===== src/rtl/irq_dist_pkg.sv =====
package irq_dist_pkg;

  localparam int SW_ONLY_IDS = 16;
  localparam int SHARED_BASE = 32;

  typedef enum logic [3:0] {
    RG_NONE, RG_CTRL, RG_EN_SET, RG_EN_CLR, RG_PD_SET,
    RG_PD_CLR, RG_ACT, RG_PRIO, RG_TGT, RG_CFG
  } region_e;

  function automatic region_e decode_region(input logic [11:0] a);
    region_e r;
    r = RG_NONE;
    if (a[1:0] == 2'b00) begin
      if (a[11:10] == 2'b01)      r = RG_PRIO;
      else if (a[11:10] == 2'b10) r = RG_TGT;
      else if (a[11:8] == 4'hC)   r = RG_CFG;
      else if (a[11:8] == 4'h1)   r = a[7] ? RG_EN_CLR : RG_EN_SET;
      else if (a[11:8] == 4'h2)   r = a[7] ? RG_PD_CLR : RG_PD_SET;
      else if (a[11:8] == 4'h3)   r = a[7] ? RG_NONE : RG_ACT;
      else if (a[11:2] == 10'd0)  r = RG_CTRL;
    end
    return r;
  endfunction

endpackage


===== src/rtl/irq_dist_cell.sv =====
module irq_dist_cell #(
  parameter bit HW_IN  = 1'b1,
  parameter bit CFG_RW = 1'b1
) (
  input  logic clk,
  input  logic rst_n,
  input  logic irq_in,
  input  logic cfg_we,
  input  logic cfg_edge,
  input  logic en_set,
  input  logic en_clr,
  input  logic pd_set,
  input  logic pd_clr,
  input  logic ack,
  input  logic eoi,
  output logic en_q,
  output logic pd_q,
  output logic act_q,
  output logic edge_q
);

  logic prev_q;
  logic en_d, pd_d, act_d, edge_d, prev_d;
  logic hw_set, ack_hit;

  always_comb begin
    hw_set  = HW_IN & (edge_q ? (irq_in & ~prev_q) : (irq_in & ~act_q));
    ack_hit = ack & pd_q;
    en_d    = (en_q | en_set) & ~en_clr;
    pd_d    = (pd_q | pd_set | hw_set) & ~(pd_clr | ack_hit);
    act_d   = (act_q & ~eoi) | ack_hit;
    edge_d  = CFG_RW & (cfg_we ? cfg_edge : edge_q);
    prev_d  = HW_IN & irq_in;
  end

  always_ff @(posedge clk or negedge rst_n) begin
    if (!rst_n) begin
      en_q   <= 1'b0;
      pd_q   <= 1'b0;
      act_q  <= 1'b0;
      edge_q <= 1'b0;
      prev_q <= 1'b0;
    end else begin
      en_q   <= en_d;
      pd_q   <= pd_d;
      act_q  <= act_d;
      edge_q <= edge_d;
      prev_q <= prev_d;
    end
  end

  a_r2_clear_disables: assert property (@(posedge clk) disable iff (!rst_n)
    en_clr |=> !en_q);
  a_r3_clear_wins: assert property (@(posedge clk) disable iff (!rst_n)
    pd_clr |=> !pd_q);
  a_r11_ack_moves: assert property (@(posedge clk) disable iff (!rst_n)
    (ack && pd_q) |=> (act_q && !pd_q));
  a_r11_ack_nop: assert property (@(posedge clk) disable iff (!rst_n)
    (ack && !pd_q && !act_q) |=> !act_q);
  a_r12_eoi_retires: assert property (@(posedge clk) disable iff (!rst_n)
    (eoi && !(ack && pd_q)) |=> !act_q);

  if (HW_IN) begin : g_hw_chk
    a_r9_level_sets: assert property (@(posedge clk) disable iff (!rst_n)
      (!edge_q && irq_in && !act_q && !pd_clr && !ack) |=> pd_q);
    a_r8_edge_sets: assert property (@(posedge clk) disable iff (!rst_n)
      (edge_q && irq_in && !prev_q && !pd_clr && !ack) |=> pd_q);
  end else begin : g_sw_chk
    a_r10_line_ignored: assert property (@(posedge clk) disable iff (!rst_n)
      (!pd_q && !pd_set) |=> !pd_q);
  end

endmodule


===== src/rtl/irq_dist_route.sv =====
module irq_dist_route #(
  parameter int NUM_IRQ = 64,
  parameter int NUM_CPU = 8
) (
  input  logic                 gate,
  input  logic [NUM_IRQ-1:0]   live,
  input  logic [NUM_IRQ*8-1:0] tgt_flat,
  output logic [NUM_CPU-1:0]   cpu_irq
);

  for (genvar c = 0; c < NUM_CPU; c++) begin : g_cpu
    logic [NUM_IRQ-1:0] hit;
    always_comb begin
      for (int i = 0; i < NUM_IRQ; i++) hit[i] = live[i] & tgt_flat[i*8 + c];
    end
    assign cpu_irq[c] = gate & (|hit);
  end

endmodule


===== src/rtl/irq_dist.sv =====
module irq_dist
  import irq_dist_pkg::*;
#(
  parameter int NUM_IRQ   = 64,
  parameter int NUM_CPU   = 8,
  parameter int PRIO_BITS = 5,
  localparam int IDW      = $clog2(NUM_IRQ)
) (
  input  logic               clk,
  input  logic               rst_n,
  input  logic               bus_wr,
  input  logic [11:0]        bus_addr,
  input  logic [31:0]        bus_wdata,
  output logic [31:0]        bus_rdata,
  input  logic [NUM_IRQ-1:0] irq_in,
  input  logic               ack_valid,
  input  logic [IDW-1:0]     ack_id,
  input  logic               eoi_valid,
  input  logic [IDW-1:0]     eoi_id,
  output logic [NUM_CPU-1:0] cpu_irq
);

  localparam int PAD = 8 - PRIO_BITS;

  region_e rg;
  logic [4:0] widx_bit;
  logic [7:0] widx_byte;
  logic [5:0] widx_cfg;
  logic fwd_q, fwd_d, fwd_we;

  logic [NUM_IRQ-1:0]   en_vec, pd_vec, act_vec;
  logic [NUM_IRQ*8-1:0] prio_flat, tgt_flat;
  logic [NUM_IRQ*2-1:0] cfg_flat;

  assign rg        = decode_region(bus_addr);
  assign widx_bit  = bus_addr[6:2];
  assign widx_byte = bus_addr[9:2];
  assign widx_cfg  = bus_addr[7:2];

  assign fwd_we = bus_wr && (rg == RG_CTRL);
  assign fwd_d  = fwd_we ? bus_wdata[0] : fwd_q;

  always_ff @(posedge clk or negedge rst_n) begin
    if (!rst_n) fwd_q <= 1'b0;
    else        fwd_q <= fwd_d;
  end

  for (genvar i = 0; i < NUM_IRQ; i++) begin : g_id
    logic bit_sel, byte_sel, cfg_sel, edge_q;
    logic [PRIO_BITS-1:0] pq;

    assign bit_sel  = bus_wr && (widx_bit == 5'(i / 32)) && bus_wdata[i % 32];
    assign byte_sel = bus_wr && (widx_byte == 8'(i / 4));
    assign cfg_sel  = bus_wr && (rg == RG_CFG) && (widx_cfg == 6'(i / 16));

    irq_dist_cell #(
      .HW_IN  (i >= SW_ONLY_IDS),
      .CFG_RW (i >= SW_ONLY_IDS)
    ) i_cell (
      .clk      (clk),
      .rst_n    (rst_n),
      .irq_in   (irq_in[i]),
      .cfg_we   (cfg_sel),
      .cfg_edge (bus_wdata[(i % 16) * 2 + 1]),
      .en_set   (bit_sel && (rg == RG_EN_SET)),
      .en_clr   (bit_sel && (rg == RG_EN_CLR)),
      .pd_set   (bit_sel && (rg == RG_PD_SET)),
      .pd_clr   (bit_sel && (rg == RG_PD_CLR)),
      .ack      (ack_valid && (ack_id == IDW'(i))),
      .eoi      (eoi_valid && (eoi_id == IDW'(i))),
      .en_q     (en_vec[i]),
      .pd_q     (pd_vec[i]),
      .act_q    (act_vec[i]),
      .edge_q   (edge_q)
    );

    always_ff @(posedge clk or negedge rst_n) begin
      if (!rst_n)                          pq <= '0;
      else if (byte_sel && rg == RG_PRIO)  pq <= bus_wdata[(i % 4) * 8 + 7 -: PRIO_BITS];
    end
    assign prio_flat[i*8 +: 8] = {pq, {PAD{1'b0}}};

    if (i < SW_ONLY_IDS) begin : g_cfg_fix
      assign cfg_flat[i*2 +: 2] = 2'b10;
    end else begin : g_cfg_rw
      assign cfg_flat[i*2 +: 2] = {edge_q, 1'b1};
    end

    if (i < SHARED_BASE) begin : g_tgt_all
      assign tgt_flat[i*8 +: 8] = 8'({NUM_CPU{1'b1}});
    end else begin : g_tgt_rw
      logic [NUM_CPU-1:0] tq;
      always_ff @(posedge clk or negedge rst_n) begin
        if (!rst_n)                        tq <= '0;
        else if (byte_sel && rg == RG_TGT) tq <= bus_wdata[(i % 4) * 8 +: NUM_CPU];
      end
      assign tgt_flat[i*8 +: 8] = 8'(tq);
    end
  end

  always_comb begin
    unique case (rg)
      RG_CTRL:              bus_rdata = {31'd0, fwd_q};
      RG_EN_SET, RG_EN_CLR: bus_rdata = 32'(en_vec >> {widx_bit, 5'd0});
      RG_PD_SET, RG_PD_CLR: bus_rdata = 32'(pd_vec >> {widx_bit, 5'd0});
      RG_ACT:               bus_rdata = 32'(act_vec >> {widx_bit, 5'd0});
      RG_PRIO:              bus_rdata = 32'(prio_flat >> {widx_byte, 5'd0});
      RG_TGT:               bus_rdata = 32'(tgt_flat >> {widx_byte, 5'd0});
      RG_CFG:               bus_rdata = 32'(cfg_flat >> {widx_cfg, 5'd0});
      default:              bus_rdata = 32'd0;
    endcase
  end

  irq_dist_route #(.NUM_IRQ(NUM_IRQ), .NUM_CPU(NUM_CPU)) i_route (
    .gate     (fwd_q),
    .live     (en_vec & pd_vec),
    .tgt_flat (tgt_flat),
    .cpu_irq  (cpu_irq)
  );

  a_r1_switch_off: assert property (@(posedge clk) disable iff (!rst_n)
    !fwd_q |-> (cpu_irq == '0));
  a_r5_low_bits_zero: assert property (@(posedge clk) disable iff (!rst_n)
    (rg == RG_PRIO) |-> (bus_rdata[PAD-1:0] == '0));
  a_r6_private_targets: assert property (@(posedge clk) disable iff (!rst_n)
    (rg == RG_TGT && widx_byte < 8'(SHARED_BASE / 4)) |-> (bus_rdata[NUM_CPU-1:0] == '1));
  a_r4_active_no_write: assert property (@(posedge clk) disable iff (!rst_n)
    (bus_wr && rg == RG_ACT && !ack_valid) |=> (act_vec == $past(act_vec) || $past(eoi_valid)));

endmodule


===== config.mk =====
export PLATFORM = sky130hd
export DESIGN_NAME = irq_dist
export DESIGN_NICKNAME = d
export VERILOG_FILES = /design/src/rtl/irq_dist_pkg.sv /design/src/rtl/irq_dist_cell.sv /design/src/rtl/irq_dist_route.sv /design/src/rtl/irq_dist.sv
export SDC_FILE = /design/constraint.sdc
export NUM_CORES = 2
export LEC_CHECK = 0
export ABC_AREA = 1
export ABC_CLOCK_PERIOD_IN_PS = 5310
export BUFFER_PORTS_ARGS = -buffer_cell sky130_fd_sc_hd__buf_2
export CAP_MARGIN = 20
export CORE_ASPECT_RATIO = 0.8
export CORE_UTILIZATION = 30
export CTS_CLUSTER_DIAMETER = 50
export DETAILED_ROUTE_END_ITERATION = 8
export SYNTH_ARGS = -nofsm -noshare
export SYNTH_HDL_FRONTEND = slang
export SYNTH_SLANG_ARGS = --single-unit

===== constraint.sdc =====
create_clock -name clk -period 5.31 [get_ports clk]
set_clock_uncertainty 0.1 [all_clocks]
set_input_delay 1.062 -clock clk [delete_from_list [all_inputs] [get_ports clk]]
set_output_delay 1.062 -clock clk [all_outputs]
set_load 0.005 [all_outputs]

==> impl_results.md <==
* Status: complete, but fails checks
* Violated checks: negative setup slack
* Final Setup Violations at 2
* Critical Path AT at 4160 ps
* Fin util at 35.1%
* FMAX at 0.188 GHz
* Mean area per synthesized cell at 7.72 um2
* Power, Total at 15.5 mW
* Latest clock arrival within the worst-skew pair at 730 ps
* Multi-input gate area at 17,500 um2
* CP max stage delay at 870 ps
* Antenna-violating nets left at 0
* Max_slew headroom at 23.2%
* Critical path fanouts, max at 8
* Die Wd at 425 um
* Number of flops mapped to enable cells by yosys at 0
* CP top delay family: simple AND/OR/NAND/NOR gates
* Max-cap violations at 0
* DRT iter0 DRCs at 6,230
* Seq/Total Area, Yosys at 50.4%
* Crit-path cells: nand2_1 -> o21ai_0 -> nor4_1 -> and3_1 -> a31oi_1 -> buf_2
* Total gr overflow at 0
* CTS H-tree depth at 3
* DP Area at 46,000 um2
* # fillers at 14,783
* WL met2 at 76,300 um
* Max Slew Vio Count at 0
* # DRC at 0
* Vias in the first global route at 38,503
* HP Class: in2async
* I/O pins at 165
* Min Tclk post-route at 5330 ps
* CTS clk-pin slew, worst paths at 60 ps
* PD cells at 313 nW/um2
* FF+latch count, synth at 865
* # rows at 123
* Crit share post-route at 100%
* Setup CP Type: reg2out
* Vert. Die Dim at 340 um
* Root Buffer Master: clkbuf_16
* Worst setup SP type: register
* Number of buffers created by CTS at 103
* Layout area overhead at 15.4%
* Reg area at 21,600 um2
* Post-Syn Instances at 5,567
* DP HPWL at 123,000 um
* Largest net degree at the start of global routing at 119
* CTS Hold Bufs at 0
* Synthesized area at 43,000 um2
* CTS resizes at 0
* Ys async rst share at 100%
* Net Count, Synth at 5,692
* Setup Buffers After CTS at 0
* Worst-margin pin slew at 1150 ps
* Netlist cell types at 43
* Gpl congestion at 0.961
* PortBufs at 148
* Share of layout cells above drive strength 1 at 9.35%
* Static leakage at 22.8 nW
* Critical path endpoint category: output pin
* TritonCTS clock tree: built
* Nets at 5,721
* First-pass GRT wire length at 269,000 um
* Vias per cell at 5.50
* Yosys warnings at 0
* Initial Util at 30.4%
* WP buf/inv at 1
* Worst Hold Margin at 297 ps
* DR pass1 iterations at 6
* Synth Flop Type: dfrtp_1
* Maximum vdd drop at 272 uV
* Final Hold Vio Count at 0
* Max Root-Sink Buffers at 3
* Met3 wire len at 22,700 um
* Worst reg2reg setup slack at 3890 ps
* DR vias at 41,594
* DRT met1 WL at 75,000 um
* Slowest CP cell: nor4_1
* Global Route Usage Sum at 25.1%
* DRT Wirelength at 185,000 um
* Post-layout instance area at 49,600 um2
* Initial antenna violation count at 12
* RSZ-0062 raised after global routing: false
* Top Metal Used: met5
* Core area at 141,000 um2
* Critical Path RT at 4150 ps
* Full die area at 145,000 um2
* Clock Sinks at 865
* Final WS setup at -16.5 ps
* Wire length per cell at 24.4 um
power by group:
part           total, mW  internal [mW]  switching [mW]
logic               1.33          0.313            1.02
clock network       7.34           4.30            3.04
registers           6.86           6.74           0.120
total               15.5           11.4            4.18
worst reg2reg max path: cells and delay by family, from the launching register on:
kind / cells / cell delay, ps
AO/OA/AOI/OAI: 2 / 210
flip-flops: 1 / 790
AND/OR/NAND/NOR: 1 / 210
registers in the layout, indices dropped and copies added, names as in the netlist:
signal / count
g_id.pq: 320
g_id.g_tgt_rw.tq: 256
g_id.i_cell.act_q: 64
g_id.i_cell.en_q: 64
g_id.i_cell.pd_q: 64
g_id.i_cell.edge_q: 48
g_id.i_cell.prev_q: 48
fwd_q: 1
cells in the mapped netlist (2+ instances only):
cell type     n  share of area, %
a22o_1        5              0.10
o2111ai_1    11              0.22
o211ai_1     68               1.2
and3_1        2             0.029
a31oi_1      56              0.82
nor3_1       22              0.26
o221ai_1      3             0.061
a21oi_1     110               1.3
o22ai_1     202               2.9
nand3_1     393               4.6
nor2_8        2             0.093
clkbuf_1    248               2.2
buf_4        12              0.21
a221oi_1     32              0.65
o221a_2       7              0.18
nor2_1      156               1.4
nor4_1       12              0.17
a221o_1       2             0.047
o21ai_1     247               2.9
inv_2         5             0.044
buf_1        19              0.17
buf_2       101               1.2
inv_1       594               5.2
dfrtp_1     865                50
nand3_2       4             0.093
o21ai_0     619               7.2
or2_2         2             0.029
nand4_1     136               2.0
nand2_1    1610                14
nand2_2       7              0.10
nor2_2        3             0.044
through the flow:
stage,setup slack (ps),cells,TNS [ps]
detailed placement,180,7364,0
global placement,178,7363,0
finish,-16.5,7560,-23.9
global route,11.1,7554,0
floorplan,1360,5567,0
CTS,157,7552,0
logic make-up (layout without fill, tap and decap cells):
kind of cell,after synthesis,after routing,synth area share (%)
simple gates,2352,2352,22.9
flops,865,865,50.4
other cells,0,6,0
compound gates,1368,1368,17.7
buf+inv,982,1094,9.00
layer usage:
layer	GRT usage, %	up-vias
met4	12.8	8
li1	-	18600
met1	34.9	19970
met2	35.3	2550
met3	6.96	466
met5	0	-
area by class of cell:
cell class | count | share of cell area, %
tap | 1875 | 4.73
sequential | 865 | 43.6
inverter | 601 | 4.56
timing repair buffer | 305 | 4.63
antenna | 6 | 0.0303
multi-input combinational | 3720 | 35.4
clock buffer | 144 | 6.06
clock inverter | 44 | 0.971
placed cells by master, fill, tap and decap left out, types with 7 or more instances in the layout:
cell / Yosys / routed
o221a_2: 7 / 7
nor2_1: 156 / 153
clkbuf_16: 0 / 107
clkinvlp_4: 0 / 8
buf_4: 12 / 130
buf_2: 101 / 146
bufinv_16: 0 / 7
nand3_1: 393 / 389
o22ai_1: 202 / 202
clkinv_4: 0 / 7
clkbuf_1: 248 / 18
a221oi_1: 32 / 32
dfrtp_1: 865 / 865
nand3_2: 4 / 7
nand2_1: 1610 / 1599
nor3_1: 22 / 22
inv_1: 594 / 591
clkinv_2: 0 / 17
nand2_2: 7 / 13
o2111ai_1: 11 / 11
clkbuf_8: 0 / 19
o21ai_1: 247 / 246
o211ai_1: 68 / 68
a31oi_1: 56 / 56
o21ai_0: 619 / 619
a21oi_1: 110 / 110
buf_12: 0 / 26
nor4_1: 12 / 12
nand4_1: 136 / 136
final timing paths:
| check | cells past startpoint | from | end |
|---|---|---|---|
| max | 6 | g_id[24].i_cell.en_q | cpu_irq[0] |
| min | 1 | rst_n | g_id[59].g_tgt_rw.tq[2] |
| max reg2reg | 3 | g_id[50].i_cell.pd_q | g_id[50].i_cell.pd_q |
| min reg2reg | 2 | g_id[63].pq[0] | g_id[63].pq[0] |
| max in group asynchronous | 2 | rst_n | g_id[53].i_cell.edge_q |
| min in group clk | 1 | irq_in[55] | g_id[55].i_cell.prev_q |
Power figures use the tool's default switching activity.
